--- config.mk ---
export PLATFORM = sky130hd
export DESIGN_NAME = ser_bus_bridge
export DESIGN_NICKNAME = d
export VERILOG_FILES = /design/src/rtl/bb_pkg.sv /design/src/rtl/bb_byte_pack.sv /design/src/rtl/bb_byte_unpack.sv /design/src/rtl/bb_wb_master.sv /design/src/rtl/ser_bus_bridge.sv
export SDC_FILE = /design/constraint.sdc
export NUM_CORES = 1
export LEC_CHECK = 0
export BUFFER_PORTS_ARGS = -buffer_cell sky130_fd_sc_hd__buf_2
export CORE_ASPECT_RATIO = 0.7
export CORE_UTILIZATION = 58
export DETAILED_ROUTE_END_ITERATION = 10
export PLACE_DENSITY = 0.88
export SLEW_MARGIN = 20
export SYNTH_ARGS = -nofsm -noshare
export SYNTH_HDL_FRONTEND = slang
export SYNTH_SLANG_ARGS = --single-unit
--- constraint.sdc ---
create_clock -name clk_i -period 2.5 [get_ports clk_i]
set_input_delay 0.25 -clock clk_i [delete_from_list [all_inputs] [get_ports clk_i]]
set_output_delay 0.25 -clock clk_i [all_outputs]
set_load 0.02 [all_outputs]
--- src/rtl/bb_pkg.sv ---
package bb_pkg;
  localparam logic [7:0] OP_WRITE = 8'h01;
  localparam logic [7:0] OP_READ  = 8'h02;

  typedef enum logic [2:0] {
    ST_IDLE,
    ST_LEN,
    ST_ADDR,
    ST_WDAT,
    ST_WBUS,
    ST_RBUS,
    ST_SEND
  } bb_state_e;
endpackage

--- src/rtl/bb_byte_pack.sv ---
// Collects NB bytes, first byte ends up most significant.
module bb_byte_pack #(
  parameter int unsigned NB = 4
) (
  input  logic            clk_i,
  input  logic            rst_ni,
  input  logic            clr_i,
  input  logic            push_i,
  input  logic [7:0]      byte_i,
  output logic [NB*8-1:0] word_o,
  output logic            last_o
);
  localparam int unsigned CW = (NB > 1) ? $clog2(NB) : 1;
  localparam int unsigned HW = (NB - 1) * 8;

  logic [HW-1:0] hold_q;
  logic [CW-1:0] cnt_q;

  assign word_o = {hold_q, byte_i};
  assign last_o = push_i && (cnt_q == CW'(NB - 1));

  always_ff @(posedge clk_i or negedge rst_ni) begin
    if (!rst_ni) begin
      hold_q <= '0;
      cnt_q  <= '0;
    end else if (clr_i) begin
      cnt_q  <= '0;
    end else if (push_i) begin
      hold_q <= word_o[HW-1:0];
      cnt_q  <= last_o ? '0 : cnt_q + CW'(1);
    end
  end
endmodule

--- src/rtl/bb_byte_unpack.sv ---
// Sends a word as NB bytes, most significant first, over valid/ready.
module bb_byte_unpack #(
  parameter int unsigned NB = 4
) (
  input  logic            clk_i,
  input  logic            rst_ni,
  input  logic            load_i,
  input  logic [NB*8-1:0] word_i,
  output logic [7:0]      byte_o,
  output logic            valid_o,
  input  logic            ready_i,
  output logic            done_o
);
  localparam int unsigned CW = (NB > 1) ? $clog2(NB) : 1;
  localparam int unsigned WW = NB * 8;

  logic [WW-1:0] word_q;
  logic [CW-1:0] cnt_q;
  logic          valid_q;
  logic          fire;

  assign byte_o  = word_q[WW-1 -: 8];
  assign valid_o = valid_q;
  assign fire    = valid_q && ready_i;
  assign done_o  = fire && (cnt_q == CW'(NB - 1));

  always_ff @(posedge clk_i or negedge rst_ni) begin
    if (!rst_ni) begin
      word_q  <= '0;
      cnt_q   <= '0;
      valid_q <= 1'b0;
    end else if (load_i) begin
      word_q  <= word_i;
      cnt_q   <= '0;
      valid_q <= 1'b1;
    end else if (fire) begin
      word_q  <= word_q << 8;
      cnt_q   <= cnt_q + CW'(1);
      if (done_o) valid_q <= 1'b0;
    end
  end
endmodule

--- src/rtl/bb_wb_master.sv ---
// One bus cycle per request; outputs registered and held until ack.
module bb_wb_master #(
  parameter int unsigned AW = 32,
  parameter int unsigned DW = 32
) (
  input  logic            clk_i,
  input  logic            rst_ni,
  input  logic            req_i,
  input  logic            we_i,
  input  logic [AW-1:0]   adr_i,
  input  logic [DW-1:0]   dat_i,
  output logic [AW-1:0]   wb_adr_o,
  output logic [DW-1:0]   wb_dat_o,
  output logic [DW/8-1:0] wb_sel_o,
  output logic            wb_we_o,
  output logic            wb_cyc_o,
  output logic            wb_stb_o,
  input  logic            wb_ack_i,
  output logic            done_o
);
  logic          cyc_q;
  logic          we_q;
  logic [AW-1:0] adr_q;
  logic [DW-1:0] dat_q;

  assign wb_adr_o = adr_q;
  assign wb_dat_o = dat_q;
  assign wb_we_o  = we_q;
  assign wb_cyc_o = cyc_q;
  assign wb_stb_o = cyc_q;
  assign wb_sel_o = '1;
  assign done_o   = cyc_q && wb_ack_i;

  always_ff @(posedge clk_i or negedge rst_ni) begin
    if (!rst_ni) begin
      cyc_q <= 1'b0;
      we_q  <= 1'b0;
      adr_q <= '0;
      dat_q <= '0;
    end else if (cyc_q) begin
      if (wb_ack_i) cyc_q <= 1'b0;
    end else if (req_i) begin
      cyc_q <= 1'b1;
      we_q  <= we_i;
      adr_q <= adr_i;
      dat_q <= dat_i;
    end
  end
endmodule

--- src/rtl/ser_bus_bridge.sv ---
module ser_bus_bridge #(
  parameter int unsigned ADDR_BYTES = 4,
  parameter int unsigned WORD_BYTES = 4,
  parameter int unsigned LEN_W      = 8
) (
  input  logic                      clk_i,
  input  logic                      rst_ni,
  input  logic [7:0]                rx_data_i,
  input  logic                      rx_valid_i,
  output logic [7:0]                tx_data_o,
  output logic                      tx_valid_o,
  input  logic                      tx_ready_i,
  output logic [ADDR_BYTES*8-1:0]   wb_adr_o,
  output logic [WORD_BYTES*8-1:0]   wb_dat_o,
  input  logic [WORD_BYTES*8-1:0]   wb_dat_i,
  output logic [WORD_BYTES-1:0]     wb_sel_o,
  output logic                      wb_we_o,
  output logic                      wb_cyc_o,
  output logic                      wb_stb_o,
  input  logic                      wb_ack_i
);
  import bb_pkg::*;

  localparam int unsigned AW = ADDR_BYTES * 8;
  localparam int unsigned DW = WORD_BYTES * 8;

  bb_state_e         state_q, state_d;
  logic              is_wr_q, is_wr_d;
  logic [LEN_W-1:0]  beats_q, beats_d;
  logic [AW-1:0]     addr_q, addr_d;
  logic [DW-1:0]     wdat_q, wdat_d;

  logic [AW-1:0]     addr_word;
  logic              addr_last;
  logic [DW-1:0]     dat_word;
  logic              dat_last;
  logic              bus_req, bus_done;
  logic              tx_done;

  bb_byte_pack #(.NB(ADDR_BYTES)) u_addr_pack (
    .clk_i  (clk_i),
    .rst_ni (rst_ni),
    .clr_i  (state_q == ST_IDLE),
    .push_i (rx_valid_i && state_q == ST_ADDR),
    .byte_i (rx_data_i),
    .word_o (addr_word),
    .last_o (addr_last)
  );

  bb_byte_pack #(.NB(WORD_BYTES)) u_dat_pack (
    .clk_i  (clk_i),
    .rst_ni (rst_ni),
    .clr_i  (state_q == ST_IDLE),
    .push_i (rx_valid_i && state_q == ST_WDAT),
    .byte_i (rx_data_i),
    .word_o (dat_word),
    .last_o (dat_last)
  );

  assign bus_req = (state_q == ST_WBUS) || (state_q == ST_RBUS);

  bb_wb_master #(.AW(AW), .DW(DW)) u_master (
    .clk_i    (clk_i),
    .rst_ni   (rst_ni),
    .req_i    (bus_req),
    .we_i     (state_q == ST_WBUS),
    .adr_i    (addr_q),
    .dat_i    (wdat_q),
    .wb_adr_o (wb_adr_o),
    .wb_dat_o (wb_dat_o),
    .wb_sel_o (wb_sel_o),
    .wb_we_o  (wb_we_o),
    .wb_cyc_o (wb_cyc_o),
    .wb_stb_o (wb_stb_o),
    .wb_ack_i (wb_ack_i),
    .done_o   (bus_done)
  );

  bb_byte_unpack #(.NB(WORD_BYTES)) u_unpack (
    .clk_i   (clk_i),
    .rst_ni  (rst_ni),
    .load_i  (bus_done && state_q == ST_RBUS),
    .word_i  (wb_dat_i),
    .byte_o  (tx_data_o),
    .valid_o (tx_valid_o),
    .ready_i (tx_ready_i),
    .done_o  (tx_done)
  );

  always_comb begin
    state_d = state_q;
    is_wr_d = is_wr_q;
    beats_d = beats_q;
    addr_d  = addr_q;
    wdat_d  = wdat_q;
    unique case (state_q)
      ST_IDLE: if (rx_valid_i) begin
        if (rx_data_i == OP_WRITE) begin
          is_wr_d = 1'b1;
          state_d = ST_LEN;
        end else if (rx_data_i == OP_READ) begin
          is_wr_d = 1'b0;
          state_d = ST_LEN;
        end
      end
      ST_LEN: if (rx_valid_i) begin
        beats_d = LEN_W'(rx_data_i);
        state_d = ST_ADDR;
      end
      ST_ADDR: if (addr_last) begin
        addr_d  = addr_word;
        state_d = is_wr_q ? ST_WDAT : ST_RBUS;
      end
      ST_WDAT: if (dat_last) begin
        wdat_d  = dat_word;
        state_d = ST_WBUS;
      end
      ST_WBUS: if (bus_done) begin
        // length 0 wraps to full counter range
        addr_d  = addr_q + AW'(1);
        beats_d = beats_q - LEN_W'(1);
        state_d = (beats_q == LEN_W'(1)) ? ST_IDLE : ST_WDAT;
      end
      ST_RBUS: if (bus_done) begin
        addr_d  = addr_q + AW'(1);
        beats_d = beats_q - LEN_W'(1);
        state_d = ST_SEND;
      end
      ST_SEND: if (tx_done) begin
        state_d = (beats_q == '0) ? ST_IDLE : ST_RBUS;
      end
      default: state_d = ST_IDLE;
    endcase
  end

  always_ff @(posedge clk_i or negedge rst_ni) begin
    if (!rst_ni) begin
      state_q <= ST_IDLE;
      is_wr_q <= 1'b0;
      beats_q <= '0;
      addr_q  <= '0;
      wdat_q  <= '0;
    end else begin
      state_q <= state_d;
      is_wr_q <= is_wr_d;
      beats_q <= beats_d;
      addr_q  <= addr_d;
      wdat_q  <= wdat_d;
    end
  end
endmodule

# [After elaboration in Yosys (flattened, before gate mapping)]
# Index checks and enable logic that the tools add are counted.
[classes] muxes=37 n_bitwise=2 reduce_logical=28 eq_ne=21 addsub=5
[ops] operator="$mux W32" count=4
[ops] operator="$pmux W32 S2" count=1
[ops] operator="$mux W3" count=11
[ops] operator="$add A32 B1 Y32 const B" count=1
[ops] operator="$pmux W3 S7" count=1
[ops] operator="$mux W2" count=9
[ops] operator="$eq A8 B1 Y1 const B" count=2
[ops] operator="$mux W8" count=2
[ops] operator="$pmux W8 S2" count=1
[ops] operator="$reduce_bool A2 Y1" count=7
[ops] operator="$ne A2 B2 Y1 const B" count=5
[ops] operator="$reduce_and A2 Y1" count=5
[ops] operator="$eq A3 B3 Y1 const B" count=3
[ops] operator="$reduce_and A3 Y1" count=3
[ops] operator="$eq A8 B2 Y1 const B" count=1
[ops] operator="$logic_and A1 B1 Y1" count=8
[ops] operator="$logic_not A8 Y1" count=1
[ops] operator="$mux W1" count=8
[ops] operator="$reduce_and A8 Y1" count=1
[ops] operator="$sub A8 B1 Y8 const B" count=1
[ops] operator="$add A2 B1 Y2 const B" count=3
[ops] operator="$eq A2 B2 Y1 const B" count=3
[ops] operator="$eq A3 B2 Y1 const B" count=2
[ops] operator="$ne A2 B1 Y1 const B" count=3
[ops] operator="6 further kinds" count=7
[word_totals] register_bits=229 inputBits=45

# [Logic depth before layout (Yosys ltp)]
[depth] depth_word=6 depth_mapped=7 ltp_nobuf=6

# [Modules after synthesis]
# From an unflattened synthesis, not the netlist that was laid out.
[unflattened] cells_unflattened=932 hier_area_um2=11282.1
[modules_own_cells] mod="ser_bus_bridge" instances=1 cells_each=453 area_each_um2=4199.0
[modules_own_cells] mod="bb_wb_master" instances=1 cells_each=148 area_each_um2=2767.7
[modules_own_cells] mod="bb_byte_pack" instances=2 cells_each=69 area_each_um2=1173.6
[modules_own_cells] mod="bb_byte_unpack" instances=1 cells_each=193 area_each_um2=1968.1

# [Worst setup path after synthesis]
# No wires, ideal clock.
[synth_path] kind="reg2reg" start="register addr_q[0]" end="register addr_q[24]" arrival_time_ns=1.800 path_buffers=0 period_less_slack_ns=1.882 setup_slack_ns=0.618 setup_ns=0.082 t_required_ns=2.418 path_stages_with_launch=7 cell_sequence="dfrtp_1 > ha_1 > nand2_1 > nor4b_4 > nand4_2 > or3b_1 > a31oi_1"
[synth_between] elab_chain_cells=3
[synth_lines] item="from (decl)" line="ser_bus_bridge.sv:30" rtl="logic [AW-1:0] addr_q, addr_d;"
[synth_lines] item="from (signal assigned)" line="ser_bus_bridge.sv:147" rtl="addr_q <= addr_d;"
[synth_lines] item="$add A32 B1 Y32" line="ser_bus_bridge.sv:120, ser_bus_bridge.sv:125"
[synth_lines] item="$mux W32" line="ser_bus_bridge.sv:118, ser_bus_bridge.sv:124"
[synth_lines] item="$pmux W32 S2" line="ser_bus_bridge.sv:96" rtl="unique case (state_q)"
# Every way passes these cells. The select of a mux whose other input is x is not followed.
# A chain may end at the register's enable or synchronous reset.

# [Worst setup path in the final report]
[layout_path] start="register state_q[2]" end="register addr_q[8]"
[layout_between] elab_chain_cells=5
[layout_lines] item="from (decl)" line="ser_bus_bridge.sv:27" rtl="bb_state_e state_q, state_d;"
[layout_lines] item="from (signal assigned)" line="ser_bus_bridge.sv:144" rtl="state_q <= state_d;"
[layout_lines] item="$eq A3 B2 Y1" line="ser_bus_bridge.sv:44, ser_bus_bridge.sv:96"
[layout_lines] item="$logic_and A1 B1 Y1" line="ser_bus_bridge.sv:44" rtl=".push_i (rx_valid_i && state_q == ST_ADDR),"
[layout_lines] item="$logic_and A1 B1 Y1" line="bb_byte_pack.sv:20" rtl="assign last_o = push_i && (cnt_q == CW'(NB - 1));"
[layout_lines] item="$ne A2 B1 Y1 (no source line)"
[layout_lines] item="$reduce_and A3 Y1 (no source line)"
# Parallel ways exist; a longest one is shown, timed or not.

==> out/qor.yml <==
min_period_ps: 2430
dp_cells: 1166
die_w_um: 160
clk_latency_ps: 500
crit_path_frequent_cell: "a21oi_1"
cp.arrival_ps: 2790
cts_htree_levels: 1
rrSetupSlack_ps: 70
tightest_slew_ps: 836
wl_met3_mm: 2.23
final_cells: 1236
crit_fanout: 16
min_from: "wb_dat_i[7]"
avgSynthCellArea_um2: 11.9
area_growth_pct: 19.2
critPathBufInv: 1
ir_drop_mv: 0.596
numCtsBuffers: 22
p_sw_share_pct: 34.4
dr.max_layer_used: "met4"
synthArstFlopShare_pct: 100
yosysTopAreaCell: "dfrtp_1"
p_int_uw: 8820
grt_start_max_net_pins: 76
die_area_um2: 18000
power.total_uw: 13500
rr_startpoint: "state_q[2]"
initial_core_util_pct: 59.3
cap_violations: 0
final_max_slew_viol_count: 0
max_stage_delay_ps: 670
gp_congestion: 0.926
port_buffers: 120
core_area_um2: 17100
nets: 1043
clkPwrFrac_pct: 26.5
leakagePower_uw: 0.00591
yosys_warnings: 0
finalSetupViolCount: 0
grt_pass1_wl_mm: 40.6
numClockSinks: 229
cts_tree: "yes"
fin_crit_sh_pct: 97.0
drtIter0Drc: 714
fin_skew_ps: 9.60
synth_top_area_share_pct: 56.5
drive_above_1_share_pct: 34.3
synth_edf_count: 0
power_frac_seq_pct: 44.8
postLayoutCoreUtil_pct: 70.7
path_cells: "and4bb_2 -> a21oi_2 -> buf_4 -> a21oi_1 -> nor2_1 -> a21oi_1"
detail_route.wl_per_cell_um: 20.5
grt_pass1_vias: 7615
grt.total_usage_pct: 28.7
hpwl_mm: 15.3
hold_path.class: "input pin to register"
timing.rr.end: "addr_q[8]"
powerDensity_nw_per_um2: 1110
yosysSeqAreaShare_pct: 56.5
netSwitchingPower_uw: 4630
clockRootBuffer: "clkbuf_16"
clk_pin_slew_ps: 70
hold_path_depth: 3
drc: 0
wl_mm: 25.3
slew_headroom_pct: 44.3
synth_seq_cells: 229
firstDrtPassIters: 5
path_delay_family: "compound AO/OA/AOI/OAI gates"
synthFlopType: "dfrtp_1"
vias_per_cell: 6.19
wl_met2_mm: 11.2
whs_endpoint: "u_unpack.word_q[7]"
fin_setup_tns_ps: 0
p_comb_share_pct: 28.8
syn-cell-area_um2: 10100
startpoint_type: "register"
fillers: 1117
antenna_found_initial: 0
r2r_cells: 6
rows: 40
cp_slowest_cell: "a21oi_2"
cts_resized: 0
end_kind: "register"
diodes: 0
synth_cell_types: 65
ant_nets: 0
die_h_um: 113
max_freq_ghz: 0.412
overflow: 0
clk_path_buf_depth: 3
synth_area_leaders: "dfrtp_1 56%, mux2_2 16%, nand2_1 3.0%, o21ai_0 3.0%, mux2i_1 2.6%"
worst_ep_required_time_ps: 2860
critPathKind: "register to register"
status: "completed"
vias: 7648
wl_met1_mm: 10.5
netlist_instances: 850
ios: 125
grt_setup_unrepaired: "false"
hold_viol_final: 0
==> Yosys cell counts, types with 3 or more instances <==
master,number
a2bb2oi_1,3
mux2i_1,26
nor4_1,5
nand3_1,22
o22ai_1,7
nor3_1,11
o21ai_0,61
o31ai_1,4
or3_1,5
buf_2,11
ha_1,7
mux2_2,145
nand4_1,11
a211oi_1,6
clkbuf_1,28
and3_1,8
o22a_1,8
buf_4,14
and2_1,3
a31oi_1,5
buf_1,6
a21oi_1,46
nand2b_1,3
inv_1,5
dfrtp_1,229
nor2_1,36
a41oi_1,3
nand2_1,82
==> layer usage <==
layer	track usage [%]	vias up
met5	0	-
met4	12.8	0
met3	6.87	128
met2	43.4	450
met1	39.9	3713
li1	-	3357
==> what timing repair did <==
item / CTS / global route
hold buffers: 32 / 0
endpoints found under the hold margin: 99 / 0
setup endpoints to repair: 0 / 0
buffers inserted: 0 / 0
==> layout by cell type (no fill, tap or decap), types with 3 or more instances in the layout <==
| cell type | n |
|---|---|
| a211oi_1 | 6 |
| buf_2 | 119 |
| o31ai_1 | 4 |
| buf_4 | 18 |
| nand4_1 | 11 |
| a21oi_1 | 45 |
| nand3_1 | 22 |
| dfrtp_1 | 229 |
| dlygate4sd3_1 | 32 |
| nand2_1 | 81 |
| clkbuf_16 | 23 |
| buf_12 | 4 |
| bufinv_16 | 3 |
| o21ai_0 | 60 |
| clkbuf_8 | 7 |
| a2bb2oi_1 | 3 |
| or3_1 | 5 |
| o22a_1 | 8 |
| inv_1 | 5 |
| ha_1 | 7 |
| a31oi_1 | 5 |
| nand2b_1 | 3 |
| and3_1 | 8 |
| clkinv_2 | 3 |
| mux2_2 | 145 |
| conb_1 | 4 |
| nor2_1 | 36 |
| a41oi_1 | 3 |
| nor3_1 | 11 |
| mux2i_1 | 26 |
| nor4_1 | 5 |
| o22ai_1 | 7 |
==> final cells by class <==
| cell class | count | area, um^2 | share of cell area, % |
|---|---|---|---|
| sequential | 229 | 5730 | 47.3 |
| multi-input combinational | 559 | 4130 | 34.2 |
| timing repair buffer | 174 | 1150 | 9.47 |
| clock buffer | 32 | 679 | 5.61 |
| tap | 231 | 289 | 2.39 |
| clock inverter | 6 | 105 | 0.868 |
| inverter | 5 | 18.8 | 0.155 |
==> sequential cells by signal (all words and copies together) (netlist names), 3 cells and up <==
name                flops
u_master.wb_dat_o      32
state_q                 3
u_addr_pack.hold_q     24
wdat_q                 32
u_master.wb_adr_o      32
beats_q                 8
u_dat_pack.hold_q      24
u_unpack.word_q        32
addr_q                 32
==> per-stage QoR <==
step | hold WS (ps) | area (um^2) | worst slack [ps]
final | 16.1 | 12100 | 74.5
after global routing | 25.6 | 12100 | 96.6
after CTS | 10.9 | 12100 | 239
after detailed placement | 253 | 11000 | 265
after global placement | 247 | 11000 | 372
after floorplan | -45.6 | 10200 | 618
==> how the worst max path moves through the flow <==
stage | startpoint | endpoint | slack (ps) | cells past startpoint
CTS | state_q[2] | addr_q[21] | 240 | 5
finish | state_q[2] | addr_q[8] | 70 | 6
floorplan | addr_q[0] | addr_q[24] | 620 | 6
global placement | state_q[2] | addr_q[16] | 370 | 5
detailed placement | state_q[2] | addr_q[15] | 260 | 5
global route | state_q[2] | addr_q[8] | 100 | 6
==> logic make-up (layout without fill, tap and decap cells) <==
family | after synthesis | count (layout) | share of synthesized area [%]
flip-flops | 229 | 229 | 56.5
buffers and inverters | 65 | 217 | 3.07
multiplexers | 171 | 171 | 18.7
AND/OR/NAND/NOR | 211 | 211 | 10.9
adder cells (fa/ha/maj) | 7 | 7 | 0.863
XOR/XNOR | 2 | 2 | 0.173
AO/OA/AOI/OAI | 164 | 164 | 9.81
other | 1 | 4 | 0.0369
==> power by group through the flow <==
stage / clock [uW] / combinational, uW / sequential [uW]
finish: 3560 / 3870 / 6020
global route: 3740 / 4170 / 6170
CTS: 3590 / 3800 / 5960
detailed placement: 0 / 3660 / 6000
global placement: 0 / 3530 / 5900
floorplan: 0 / 2470 / 5920
==> worst reg2reg max path: cells and delay by family (launching register included) <==
family                 cells  cell delay (ps)
AO/OA/AOI/OAI              3              820
buffers and inverters      1              300
flip-flops                 1              610
AND/OR/NAND/NOR            2              560
(Power assumes the default switching activity.)
